**config.mk**
```make
export PLATFORM = sky130hd
export DESIGN_NAME = segaddr_gen
export DESIGN_NICKNAME = d
export VERILOG_FILES = /design/src/rtl/segaddr_pkg.sv /design/src/rtl/segaddr_regfile.sv /design/src/rtl/segaddr_select.sv /design/src/rtl/segaddr_adder.sv /design/src/rtl/segaddr_gen.sv
export SDC_FILE = /design/constraint.sdc
export NUM_CORES = 1
export LEC_CHECK = 0
export ABC_AREA = 1
export BUFFER_PORTS_ARGS = -buffer_cell sky130_fd_sc_hd__buf_2
export CAP_MARGIN = 20
export CORE_ASPECT_RATIO = 2
export CORE_MARGIN = 10
export CORE_UTILIZATION = 61
export DETAILED_ROUTE_END_ITERATION = 7
export GPL_TIMING_DRIVEN = 0
export PLACE_DENSITY = 0.87
export SLEW_MARGIN = 20
export SYNTH_ARGS = -nofsm -noshare
export SYNTH_HDL_FRONTEND = slang
export SYNTH_SLANG_ARGS = --single-unit
```
**constraint.sdc**
```tcl
create_clock -name clk -period 5 [get_ports clk]
set_clock_uncertainty 0.05 [all_clocks]
set_input_delay 1 -clock clk [delete_from_list [all_inputs] [get_ports clk]]
set_output_delay 1 -clock clk [all_outputs]
set_load 0.1 [all_outputs]
```
**src/rtl/segaddr_pkg.sv**
```systemverilog
package segaddr_pkg;

  localparam int NUM_SEGS = 4;
  localparam int SEG_ID_W = 2;

  typedef enum logic [SEG_ID_W-1:0] {
    SEG_EXTRA = 2'd0,
    SEG_CODE  = 2'd1,
    SEG_STACK = 2'd2,
    SEG_DATA  = 2'd3
  } seg_id_e;

  typedef enum logic [1:0] {
    ACC_FETCH  = 2'd0,
    ACC_STACK  = 2'd1,
    ACC_DATA   = 2'd2,
    ACC_STRDST = 2'd3
  } acc_kind_e;

endpackage

```
**src/rtl/segaddr_regfile.sv**
```systemverilog
module segaddr_regfile
  import segaddr_pkg::*;
#(
  parameter int SEG_W = 16
) (
  input  logic                clk,
  input  logic                rst_n,
  input  logic                wr_en,
  input  logic [SEG_ID_W-1:0] wr_sel,
  input  logic [SEG_W-1:0]    wr_data,
  input  logic [SEG_ID_W-1:0] rd_sel,
  output logic [SEG_W-1:0]    rd_data
);

  logic [SEG_W-1:0] seg_q [NUM_SEGS];

  for (genvar i = 0; i < NUM_SEGS; i++) begin : g_seg
    logic             ld_en;
    logic [SEG_W-1:0] seg_d;

    always_comb begin
      ld_en = wr_en && (wr_sel == SEG_ID_W'(i));
      seg_d = ld_en ? wr_data : seg_q[i];
    end

    always_ff @(posedge clk or negedge rst_n) begin
      if (!rst_n) begin
        seg_q[i] <= '0;
      end else begin
        seg_q[i] <= seg_d;
      end
    end

    // a write lands in the named register on the next edge
    assert_seg_load_R8: assert property (@(posedge clk) disable iff (!rst_n)
      (wr_en && wr_sel == SEG_ID_W'(i)) |=> (seg_q[i] == $past(wr_data)));
  end

  assign rd_data = seg_q[rd_sel];

endmodule

```
**src/rtl/segaddr_select.sv**
```systemverilog
module segaddr_select
  import segaddr_pkg::*;
(
  input  logic [1:0]          kind,
  input  logic                bp_based,
  input  logic                ovr_en,
  input  logic [SEG_ID_W-1:0] ovr_seg,
  output logic [SEG_ID_W-1:0] sel
);

  always_comb begin
    unique case (acc_kind_e'(kind))
      ACC_FETCH:  sel = SEG_CODE;
      ACC_STACK:  sel = SEG_STACK;
      ACC_STRDST: sel = SEG_EXTRA;
      ACC_DATA: begin
        if (ovr_en)        sel = ovr_seg;
        else if (bp_based) sel = SEG_STACK;
        else               sel = SEG_DATA;
      end
      default:    sel = SEG_DATA;
    endcase
  end

endmodule

```
**src/rtl/segaddr_adder.sv**
```systemverilog
module segaddr_adder #(
  parameter int SEG_W  = 16,
  parameter int OFF_W  = 16,
  parameter int SHIFT  = 4,
  parameter int ADDR_W = SEG_W + SHIFT
) (
  input  logic [SEG_W-1:0]  seg,
  input  logic [OFF_W-1:0]  off,
  output logic [ADDR_W-1:0] addr
);

  localparam int PAD_W = ADDR_W - OFF_W;

  logic [ADDR_W-1:0] base;
  logic [ADDR_W-1:0] off_ext;

  always_comb begin
    base    = {seg, {SHIFT{1'b0}}};
    off_ext = {{PAD_W{1'b0}}, off};
    addr    = base + off_ext;
  end

endmodule

```
**src/rtl/segaddr_gen.sv**
```systemverilog
module segaddr_gen
  import segaddr_pkg::*;
#(
  parameter int SEG_W = 16,
  parameter int OFF_W = 16,
  parameter int SHIFT = 4
) (
  input  logic                      clk,
  input  logic                      rst_n,
  input  logic                      wr_en,
  input  logic [1:0]                wr_sel,
  input  logic [SEG_W-1:0]          wr_data,
  input  logic                      req_valid,
  input  logic [1:0]                req_kind,
  input  logic                      req_bp,
  input  logic                      req_ovr_en,
  input  logic [1:0]                req_ovr_seg,
  input  logic [OFF_W-1:0]          req_off,
  output logic                      addr_valid,
  output logic [SEG_W+SHIFT-1:0]    addr_out
);

  localparam int ADDR_W = SEG_W + SHIFT;

  // reset: asserted asynchronously, released on the clock
  logic [1:0] rst_sync_q;
  logic       rst_ok;

  always_ff @(posedge clk or negedge rst_n) begin
    if (!rst_n) begin
      rst_sync_q <= 2'b00;
    end else begin
      rst_sync_q <= {rst_sync_q[0], 1'b1};
    end
  end

  assign rst_ok = rst_sync_q[1];

  logic [SEG_ID_W-1:0] sel_id;
  logic [SEG_W-1:0]    seg_val;
  logic [ADDR_W-1:0]   sum;

  segaddr_select u_select (
    .kind     (req_kind),
    .bp_based (req_bp),
    .ovr_en   (req_ovr_en),
    .ovr_seg  (req_ovr_seg),
    .sel      (sel_id)
  );

  segaddr_regfile #(.SEG_W(SEG_W)) u_regfile (
    .clk     (clk),
    .rst_n   (rst_ok),
    .wr_en   (wr_en),
    .wr_sel  (wr_sel),
    .wr_data (wr_data),
    .rd_sel  (sel_id),
    .rd_data (seg_val)
  );

  segaddr_adder #(
    .SEG_W  (SEG_W),
    .OFF_W  (OFF_W),
    .SHIFT  (SHIFT),
    .ADDR_W (ADDR_W)
  ) u_adder (
    .seg  (seg_val),
    .off  (req_off),
    .addr (sum)
  );

  // output stage: next state, then register
  logic              out_en;
  logic              valid_d, valid_q;
  logic [ADDR_W-1:0] addr_d,  addr_q;

  always_comb begin
    out_en  = req_valid;
    valid_d = req_valid;
    addr_d  = out_en ? sum : addr_q;
  end

  always_ff @(posedge clk or negedge rst_ok) begin
    if (!rst_ok) begin
      valid_q <= 1'b0;
      addr_q  <= '0;
    end else begin
      valid_q <= valid_d;
      addr_q  <= addr_d;
    end
  end

  assign addr_valid = valid_q;
  assign addr_out   = addr_q;

  // selection rules
  assert_fetch_code_R3: assert property (@(posedge clk) disable iff (!rst_ok)
    (req_valid && req_kind == ACC_FETCH) |-> (sel_id == SEG_CODE));
  assert_stack_seg_R4: assert property (@(posedge clk) disable iff (!rst_ok)
    (req_valid && req_kind == ACC_STACK) |-> (sel_id == SEG_STACK));
  assert_ovr_data_R6: assert property (@(posedge clk) disable iff (!rst_ok)
    (req_valid && req_kind == ACC_DATA && req_ovr_en) |-> (sel_id == req_ovr_seg));
  assert_strdst_extra_R7: assert property (@(posedge clk) disable iff (!rst_ok)
    (req_valid && req_kind == ACC_STRDST) |-> (sel_id == SEG_EXTRA));

  // output timing
  assert_valid_next_R1: assert property (@(posedge clk) disable iff (!rst_ok)
    req_valid |=> addr_valid);
  assert_low_nibble_R1: assert property (@(posedge clk) disable iff (!rst_ok)
    req_valid |=> (addr_out[SHIFT-1:0] == $past(req_off[SHIFT-1:0])));
  assert_idle_hold_R10: assert property (@(posedge clk) disable iff (!rst_ok)
    !req_valid |=> (!addr_valid && $stable(addr_out)));

endmodule

```
==> metrics.md <==
| Metric | Value |
|---|---|
| Final Max Tran Viols | `0` |
| R2R depth | `12` |
| Tcrit/Tclk final | `roughly four fifths` |
| Pleak | `2.58 nW` |
| Number of antenna violations at the first check in global routing | `0` |
| Ratio of cells with drive above 1 in the final layout | `around 18%` |
| CTS tree | `yes` |
| Max Freq | `251 MHz` |
| DP Cell Count | `687` |
| Global-route wire length before repair | `19.9 mm` |
| Port Buffers | `64` |
| GRT Overall Usage | `22.4%` |
| Critical path arrival | `4.16 ns` |
| Core box area | `6940 um^2` |
| Seq/Total Area, Yosys | `between 40 and 50%` |
| # IOs | `65` |
| H-tree level count | `3` |
| Setup Crit Path Kind | `input pin to flop` |
| Most common cell after layout, fill and taps aside | `nand2_1` |
| Synthesized area | `about 4400 um^2` |
| Synth top area cells | `dfrtp_1 50%, nand2_1 12%, o21ai_0 12%` |
| Area Overhead vs Synth | `16.7%` |
| Hold Crit Class | `flop to asynchronous set/reset pin` |
| RD Place Congestion | `0.917` |
| Gr ovfl total | `0` |
| Clock Latency Late Sink | `0.34 ns` |
| Final Hold Fails | `0` |
| RSZ-0062 raised after global routing | `false` |
| Netlist cell types | `36` |
| Total wire length | `12.3 mm` |
| Worst EP required | `5.18 ns` |
| Worst-path clk slew | `approximately 0.060 ns` |
| Commonest non-fill, non-tap cells in the layout | `144 x nand2_1, 101 x o21ai_0, 86 x dfrtp_1, 67 x buf_2, 39 x nor2_1` |
| Die outline height | `140 um` |
| Power Dens Cells | `458 nW/um^2` |
| Startpoint Class | `input pin` |
| Top-area cell type share of the netlist area | `49.9%` |
| Post-Syn Nets | `about 600` |
| Cts hold-fix bufs | `0` |
| Asr flop ratio synth | `100%` |
| Status | `finished clean` |
| Register area | `~2200 um^2` |
| Clock Tree Buf Depth | `2` |
| Cts repair resizes | `0` |
| Post-Synth Adder-Cell Area | `approximately 4.2%` |
| EDFF count, synth | `0` |
| Vias | `4168` |
| Synthesized instance count | `532` |
| Mux cell area share after synthesis | `0%` |
| Initial Util | `between 60 and 70%` |
| Drt wl/cell | `17.6 um` |
| CTS buffer count | `9` |
| Layout fillers | `530` |
| Largest net degree at the start of global routing | `60` |
| Yosys reg bits | `87` |
| First-pass DRT Iterations | `5` |
| Final cell count without fillers | `701` |
| Peak supply drop | `289 uV` |
| Fin Setup TNS | `0 ns` |
| Post-Synth Simple-Gate Area | `23.0%` |
| Kind of end point of the critical path | `flop` |
| Post-synth top flop | `dfrtp_1` |
| Setup Fix Bufs, Post-CTS | `0` |
| Initial DRC count | `324` |
| Largest family of logic cells by synthesized area | `simple AND/OR/NAND/NOR gates` |
| Max Cap Viol | `0` |
| Die width | `between 70 and 80 um` |
| Fraction of the mapped netlist area in compound gates | `15.8%` |
| Yosys warning total | `0` |
| Clock Sinks | `87` |
| Avg Cell Area, Syn | `8.21 um^2` |
| DRT antenna net count | `0` |
| Synth Area in XOR/XNOR | `approximately 1.2%` |
| CTS root buf | `clkbuf_16` |
| Max-slew headroom | `around 60%` |
| Number of setup violations in the final report | `0` |
| Vias per Instance | `5.95` |
| Worst Path Max Fanout | `10` |
| Final nets | `666` |
| Yosys top cell by area | `dfrtp_1` |
| Num rows | `43` |
| Remaining routing DRC violations | `0` |
| Vias in the first global route | `4317` |
| ANT cells | `0` |
| Worst-margin pin slew | `0.600 ns` |
| Die area | `11100 um^2` |
| Worst Setup SP | `req_kind[0]` |
| FF-to-FF Start | `u_regfile.seg_q[32]$_DFFE_PN0P_` |
| Final HPWL DP | `8.75 mm` |
| Multi-input logic area | `about 1900 um^2` |
| Final min period | `3.98 ns` |
## metal layers
layer,part of all wire [%],global-route usage [%]
met5,0,0
met4,5.1,13.8
met3,7.4,4.97
met2,52,40.1
met1,35,22.3
## cells by family (layout without fill, tap and decap cells)
kind of cell    Yosys count  count (layout)
compound gates          131             131
xor+xnor                  6               6
fa+ha+maj                14              14
buf+inv                  62             141
flops                    87              87
other cells               1               1
simple gates            231             231
## final cells by class
class	count	share of cell area (%)
Timing Repair Buffer	65	6.83
Clock inverter	1	0.0982
Clock buffer	13	5.11
Tap cell	90	2.21
Multi-Input combinational cell	383	37.9
Sequential cell	87	42.8
Buffer	23	2.14
Inverter	39	2.92
## synth_stat cells, types with 3 or more instances
library cell and n:
nand2_1 144, nand3_2 4, inv_2 3, nor2_1 39, o22ai_1 12, inv_1 35, nand2_2 6, o21ai_0 101
nand3_1 26, buf_2 3, a21oi_1 10, nor2_2 4, dfrtp_1 87, clkbuf_1 16, xnor2_1 4, ha_1 13
## critical path, cell delays in order
cell and delay [ns]:
buf_2 0.11, inv_2 0.10, nor2_1 0.08, nor2_4 0.30
clkbuf_1 0.44, o21ai_0 0.17, o22ai_1 0.25, ha_1 0.32
fa_1 0.26, nand3_1 0.08, nand2_1 0.12, a21boi_1 0.11
o21ai_0 0.33, nand3_1 0.16, nand2_1 0.11, nand2_1 0.05
nand3_1 0.11, nand2_1 0.06
## where the power goes
part           switching (mW)  leakage (nW)  internal (mW)
Sequential             0.0720          1.07          0.830
Combinational           0.618          1.37          0.198
Clock                   0.258         0.132          0.358
## per-stage QoR
step / area (um^2) / utilization, % / total power [mW] / hold slack (ns) / setup WS (ns)
6_report: 5100 / 73.4 / 2.33 / 0.201 / 1.02
4_1_cts: 5100 / 73.4 / 2.32 / 0.215 / 1.15
2_1_floorplan: 4370 / - / 1.53 / 0.281 / 1.69
3_5_place_dp: 4830 / 69.6 / 1.71 / 0.210 / 0.809
5_1_grt: 5100 / 73.4 / 2.43 / 0.238 / 0.905
3_3_place_gp: 4800 / 69.2 / 1.68 / 0.289 / 0.945
## registers in the layout, summed over array words and instances, names as in the netlist
| signal | count |
|---|---|
| rst_sync_q | 2 |
| addr_out | 20 |
| u_regfile.seg_q | 64 |
| addr_valid | 1 |
## worst paths after layout
check	end	slack [ns]
min in group clk	rst_sync_q[1]$_DFF_PN0_	0.31
max in group asynchronous	addr_out[2]$_DFFE_PN0P_	4.08
min	u_regfile.seg_q[41]$_DFFE_PN0P_	0.20
max reg2reg	addr_out[14]$_DFFE_PN0P_	2.43
max	addr_out[14]$_DFFE_PN0P_	1.02
min reg2reg	u_regfile.seg_q[41]$_DFFE_PN0P_	0.20
(Power assumes the default switching activity.)
